--- src/rtl/pll_ctrl_pkg.sv ---
package pll_ctrl_pkg;

    localparam int CTRL_W = 8;

    typedef struct packed {
        logic       pol;
        logic       det_a_sel;
        logic       lock_en;
        logic [2:0] ref_sel;
        logic       fv_en;
        logic       fr_en;
    } ctrl_t;

    localparam logic [CTRL_W-1:0] CTRL_RESET = 8'h10;

    typedef enum logic [1:0] {
        ST_IDLE  = 2'd0,
        ST_SHIFT = 2'd1,
        ST_OVER  = 2'd2
    } ld_state_t;

endpackage

--- src/rtl/pll_ser_loader.sv ---
module pll_ser_loader
    import pll_ctrl_pkg::*;
#(
    parameter int W    = 8,
    parameter int SYNC = 2,
    parameter logic [W-1:0] RESET_VAL = '0,
    localparam int CW  = $clog2(W + 1)
) (
    input  logic          clk,
    input  logic          rst_n,
    input  logic          en_n,
    input  logic          sck,
    input  logic          sdi,
    output logic [W-1:0]  ctrl_q,
    output logic [CW-1:0] bit_cnt
);

    localparam logic [CW-1:0] FULL = CW'(W);

    logic [2:0] sync_q [SYNC];
    logic       sck_d;
    logic       en_s, sck_s, dat_s, sck_rise;

    for (genvar g = 0; g < SYNC; g++) begin : g_sync
        always_ff @(posedge clk or negedge rst_n) begin
            if (!rst_n) begin
                sync_q[g] <= 3'b010;
            end else if (g == 0) begin
                sync_q[g] <= {en_n, sck, sdi};
            end else begin
                sync_q[g] <= sync_q[g-1];
            end
        end
    end

    assign {en_s, sck_s, dat_s} = sync_q[SYNC-1];
    assign sck_rise = sck_s & ~sck_d;

    ld_state_t state_q, state_d;
    logic [W-1:0] shreg_q;

    always_ff @(posedge clk or negedge rst_n) begin
        if (!rst_n) begin
            state_q <= ST_IDLE;
        end else begin
            state_q <= state_d;
        end
    end

    always_comb begin
        state_d = state_q;
        unique case (state_q)
            ST_IDLE:  if (!en_s) state_d = ST_SHIFT;
            ST_SHIFT: begin
                if (en_s) state_d = ST_IDLE;
                else if (sck_rise && bit_cnt == FULL) state_d = ST_OVER;
            end
            ST_OVER:  if (en_s) state_d = ST_IDLE;
            default:  state_d = ST_IDLE;
        endcase
    end

    always_ff @(posedge clk or negedge rst_n) begin
        if (!rst_n) begin
            sck_d   <= 1'b0;
            shreg_q <= '0;
            bit_cnt <= '0;
            ctrl_q  <= RESET_VAL;
        end else begin
            sck_d <= sck_s;
            unique case (state_q)
                ST_IDLE: bit_cnt <= '0;
                ST_SHIFT: begin
                    if (en_s) begin
                        if (bit_cnt == FULL) ctrl_q <= shreg_q;
                        bit_cnt <= '0;
                    end else if (sck_rise && bit_cnt != FULL) begin
                        shreg_q <= {shreg_q[W-2:0], dat_s};
                        bit_cnt <= bit_cnt + 1'b1;
                    end
                end
                ST_OVER: bit_cnt <= '0;
                default: bit_cnt <= '0;
            endcase
        end
    end

endmodule

--- src/rtl/pll_ref_div.sv ---
module pll_ref_div #(
    parameter int DIV_BITS = 4,
    parameter int SEL_W    = 3
) (
    input  logic             clk,
    input  logic             rst_n,
    input  logic [SEL_W-1:0] sel,
    output logic             ref_out
);

    logic [DIV_BITS-1:0] cnt_q;

    always_ff @(posedge clk or negedge rst_n) begin
        if (!rst_n) begin
            cnt_q <= '0;
        end else begin
            cnt_q <= cnt_q + 1'b1;
        end
    end

    always_comb begin
        unique case (sel)
            3'd0:    ref_out = 1'b0;
            3'd1:    ref_out = clk;
            3'd2:    ref_out = cnt_q[0];
            3'd3:    ref_out = cnt_q[1];
            3'd4:    ref_out = cnt_q[2];
            3'd5:    ref_out = cnt_q[3];
            3'd6:    ref_out = cnt_q[2];
            default: ref_out = cnt_q[DIV_BITS-1];
        endcase
    end

endmodule

--- src/rtl/pll_out_cond.sv ---
module pll_out_cond
    import pll_ctrl_pkg::*;
(
    input  ctrl_t ctrl,
    input  logic  pfd_a_in,
    input  logic  pfd_r_in,
    input  logic  pfd_v_in,
    input  logic  lock_in,
    input  logic  fr_in,
    input  logic  fv_in,
    output logic  pd_out,
    output logic  pd_oe,
    output logic  phr_out,
    output logic  phv_out,
    output logic  lock_out,
    output logic  fr_out,
    output logic  fv_out
);

    logic r_sel, v_sel;

    always_comb begin
        r_sel    = ctrl.pol ? pfd_v_in : pfd_r_in;
        v_sel    = ctrl.pol ? pfd_r_in : pfd_v_in;
        pd_oe    = ctrl.det_a_sel;
        pd_out   = ctrl.det_a_sel & (pfd_a_in ^ ctrl.pol);
        phr_out  = ctrl.det_a_sel | r_sel;
        phv_out  = ctrl.det_a_sel | v_sel;
        lock_out = ctrl.lock_en & lock_in;
        fr_out   = ctrl.fr_en & fr_in;
        fv_out   = ctrl.fv_en & fv_in;
    end

endmodule

--- src/rtl/pll_ctrl_reg.sv ---
module pll_ctrl_reg
    import pll_ctrl_pkg::*;
#(
    parameter int SYNC_STAGES = 2
) (
    input  logic osc_clk,
    input  logic rst_n,
    input  logic ser_en_n,
    input  logic ser_clk,
    input  logic ser_dat,
    input  logic pfd_a_in,
    input  logic pfd_r_in,
    input  logic pfd_v_in,
    input  logic lock_in,
    input  logic fr_in,
    input  logic fv_in,
    output logic pd_out,
    output logic pd_oe,
    output logic phr_out,
    output logic phv_out,
    output logic lock_out,
    output logic ref_out,
    output logic fr_out,
    output logic fv_out
);

    localparam int CW = $clog2(CTRL_W + 1);

    logic [CTRL_W-1:0] ctrl_q;
    logic [CW-1:0]     bit_cnt;
    ctrl_t             ctrl;

    assign ctrl = ctrl_t'(ctrl_q);

    pll_ser_loader #(
        .W         (CTRL_W),
        .SYNC      (SYNC_STAGES),
        .RESET_VAL (CTRL_RESET)
    ) i_loader (
        .clk     (osc_clk),
        .rst_n   (rst_n),
        .en_n    (ser_en_n),
        .sck     (ser_clk),
        .sdi     (ser_dat),
        .ctrl_q  (ctrl_q),
        .bit_cnt (bit_cnt)
    );

    pll_ref_div #(
        .DIV_BITS (4),
        .SEL_W    (3)
    ) i_div (
        .clk     (osc_clk),
        .rst_n   (rst_n),
        .sel     (ctrl.ref_sel),
        .ref_out (ref_out)
    );

    pll_out_cond i_cond (
        .ctrl     (ctrl),
        .pfd_a_in (pfd_a_in),
        .pfd_r_in (pfd_r_in),
        .pfd_v_in (pfd_v_in),
        .lock_in  (lock_in),
        .fr_in    (fr_in),
        .fv_in    (fv_in),
        .pd_out   (pd_out),
        .pd_oe    (pd_oe),
        .phr_out  (phr_out),
        .phv_out  (phv_out),
        .lock_out (lock_out),
        .fr_out   (fr_out),
        .fv_out   (fv_out)
    );

endmodule

--- config.mk ---
export PLATFORM = sky130hd
export DESIGN_NAME = pll_ctrl_reg
export DESIGN_NICKNAME = d
export VERILOG_FILES = /design/src/rtl/pll_ctrl_pkg.sv /design/src/rtl/pll_ser_loader.sv /design/src/rtl/pll_ref_div.sv /design/src/rtl/pll_out_cond.sv /design/src/rtl/pll_ctrl_reg.sv
export SDC_FILE = /design/constraint.sdc
export NUM_CORES = 1
export LEC_CHECK = 0
export BUFFER_PORTS_ARGS = -buffer_cell sky130_fd_sc_hd__buf_4
export CORE_ASPECT_RATIO = 0.5
export CORE_MARGIN = 1.5
export CORE_UTILIZATION = 50
export CTS_CLUSTER_DIAMETER = 100
export CTS_CLUSTER_SIZE = 12
export DETAILED_ROUTE_END_ITERATION = 10
export GPL_ROUTABILITY_DRIVEN = 0
export PLACE_DENSITY_LB_ADDON = 0.3
export SYNTH_ARGS = -nofsm -noshare
export SYNTH_HDL_FRONTEND = slang
export SYNTH_SLANG_ARGS = --single-unit
--- constraint.sdc ---
create_clock -name osc_clk -period 1.47 [get_ports osc_clk]
set_input_delay 0 -clock osc_clk [delete_from_list [all_inputs] [get_ports osc_clk]]
set_output_delay 0 -clock osc_clk [all_outputs]
set_load 0.02 [all_outputs]
==> results.yml <==
sta:
  hold_viol_final: 0
  maxSlewViolCount: 0
  period_minus_slack_ps: 1702
  period_share_pct: 115.8
  slew_headroom_pct: 72.69
  finalSetupViolCount: 18
  worst_slew_pin_slew_ps: 409.7
  rsz0062_at_grt: "yes"
  fin_ws_ps: -232.0
  holdWs_ps: 107.4
  finClkSkew_ps: 4.127
  clock.fmax_mhz: 587.5
run:
  drv_cap: 0
setup_path:
  cp_num_buf_inv: 1
  worstRegToRegCells: 6
  cp_top_family: "multiplexers"
  cp.arrival_ps: 1700
  cpPeakStageDelay_ps: 460
  cp.required_ps: 1470
  crit_fanout: 3
  startpoint_type: "flop"
  worstPathCellList: "mux2_4 -> mux4_2 -> buf_6"
  worst_setup_path_end_kind: "output port"
  cpMaxStageDelayCell: "mux4_2"
  crit_cells: 3
  critPathKind: "flop to output port"
layout:
  n_antenna_cell: 0
  drive_gt1_share_pct: 54.48
  area_delta_synth_final_pct: 44.27
  fillers: 157
  fin_cells: 182
  nets: 158
synth:
  yosys.area_share.simple_pct: 10.73
  yosys_warnings: 0
  postSynthCellCount: 96
  ys_ff_latch: 33
  synth_edf_count: 0
  synth_top_area_cell: "dfrtp_1"
  ys_types: 28
  yosys-top-cells-count: "dfrtp_1 (30), mux2_1 (9), mux2_4 (8), and2_1 (5)"
  synth_top_family_by_area: "multiplexers"
  synth_fa_ha_area_share_pct: 2.705
  dominantRegCellSynth: "dfrtp_1"
  synth-compound-area-share_pct: 5.410
  synth_top_area_share_pct: 54.10
  yosys-top-cells-area: "dfrtp_1 (54%), mux2_4 (8.7%), mux2_1 (7.3%), dfstp_2 (5.7%), ha_1 (2.7%)"
  synth_mux_area_share_pct: 17.58
  synth-seq-area-share_pct: 59.78
  synth.net_count: 110
  async_flop_share_pct: 100.0
  syn_area_per_cell_um2: 14.45
  synth_most_common_cell: "dfrtp_1"
  syn_area_um2: 1388
  synth_xor_xnor_area_share_pct: 1.894
drt:
  drtAntennaViolNets: 0
  drc_errors: 0
  wl_mm: 2.751
  wire_per_inst_um: 15.12
  drt_iter0_markers: 48
  drt_pass1_iterations: 4
  viasPerCell: 5.055
  num_vias: 920
floorplanning:
  rows: 13
  io_pins: 19
  initial_core_util_pct: 52.99
  die_x_um: 77.50
  dieArea_um2: 3119
  die_h_um: 40.25
  core_um2: 2619
worst_hold_path:
  hold_class: "input port to asynchronous set/reset pin"
global_route:
  grt_pass1_wl_mm: 4.347
  grt_pass1_vias: 938
  grt_usage_pct: 19.93
  grt_max_degree: 34
  grt.busiest_layer: "met2"
  grt_util_met2_pct: 36.62
  grt_use_met3_pct: 7.273
  antenna_found_initial: 0
  gr-total-overflow: 0
  met1_usage_pct: 22.11
clocking:
  cts_tree: "done"
  clk_latency_ps: 380
  clkSlewWorstSetupHoldPaths_ps: 70
status:
  violations: "setup timing"
  status: "complete, but fails checks"
power:
  totalPowerFinal_mw: 2.141
  p_leak_nw: 0.9721
  power-per-cell-area_nw_per_um2: 1069
  ir_drop_uv: 759.0
placement:
  dp_slack_ps: -145.4
  place_hpwl_mm: 1.595
  io_buffers: 18
  dpl.cell_count: 159
## flip-flops by register name, indices dropped and copies added (netlist names)
signal / flops
i_loader.sck_d: 1
i_loader.state_q: 2
i_loader.ctrl_q: 8
i_loader.en_s: 1
i_loader.sck_s: 1
i_div.cnt_q: 4
i_loader.dat_s: 1
i_loader.shreg_q: 8
i_loader.bit_cnt: 4
i_loader.sync_q: 3
## metrics by stage
step / area [um^2] / TNS, ps / utilization, %
4_1_cts: 1953 / -2023 / 74.58
2_1_floorplan: 1391 / -735.2 / -
3_3_place_gp: 1642 / -1025 / 62.69
3_5_place_dp: 1642 / -1478 / 62.69
5_1_grt: 2002 / -3393 / 76.45
6_report: 2002 / -2411 / 76.45
## path summary, 6_finish.rpt
kind                       slack [ps]                        endpoint                            start
max                              -230                         ref_out   i_loader.ctrl_q[3]$_DFFE_PN0P_
min                               110    i_loader.sync_q[3]$_DFF_PN0_                            rst_n
max reg2reg                      -190  i_loader.ctrl_q[2]$_DFFE_PN0P_  i_loader.bit_cnt[0]$_DFFE_PN0P_
min reg2reg                       350        i_loader.sck_s$_DFF_PN1_     i_loader.sync_q[4]$_DFF_PN1_
max in group asynchronous        1030  i_loader.ctrl_q[4]$_DFFE_PN1P_                            rst_n
min in group osc_clk              270    i_loader.sync_q[3]$_DFF_PN0_                          ser_dat
## cell type report
cell class,instances,area [um^2],share of cell area [%]
sequential,33,829.5,41.44
multi-input combinational,58,629.4,31.44
timing repair buffer,39,341.6,17.06
clock buffer,10,135.1,6.750
tap,37,46.29,2.313
inverter,4,15.01,0.7500
clock inverter,1,5.005,0.2500
## repair_timing
item                                   CTS  global route
resized for setup                       17            13
hold buffers                             4             0
endpoints found under the hold margin   36             0
buffers inserted                        10             0
setup endpoints to repair               18            20
pin swaps                                3             4
## report_power, final
group	switching (mW)	leakage, nW	internal [mW]
sequential	0.0559	0.426	0.976
combinational	0.0691	0.459	0.132
clock	0.335	0.0874	0.573
total	0.460	0.972	1.68
## routing by layer
layer / part of all wire [%] / routed length [um]
met5: 0 / 0
met4: 0.15 / 4
met3: 3.5 / 97
met2: 51 / 1405
met1: 45 / 1245
## cell usage in the layout (no fill, tap or decap), types with 2 or more instances in the layout
cell           count
a211o_1            2
a21oi_1            2
a21oi_2            2
and2_1             5
buf_4             27
buf_6              8
clkbuf_8           9
dfrtp_1           30
dfstp_2            3
dlygate4sd3_1      4
ha_1               2
inv_2              2
mux2_4            17
nand2b_1           2
nand3_1            3
nor2b_1            2
o21ai_0            4
xor2_1             2
## cells by family after synthesis
logic type | after synthesis
flip-flops | 33
AND/OR/NAND/NOR | 22
multiplexers | 18
AO/OA/AOI/OAI | 12
buffers and inverters | 5
XOR/XNOR | 3
adder cells (fa/ha/maj) | 3
Power figures use the tool's default switching activity.
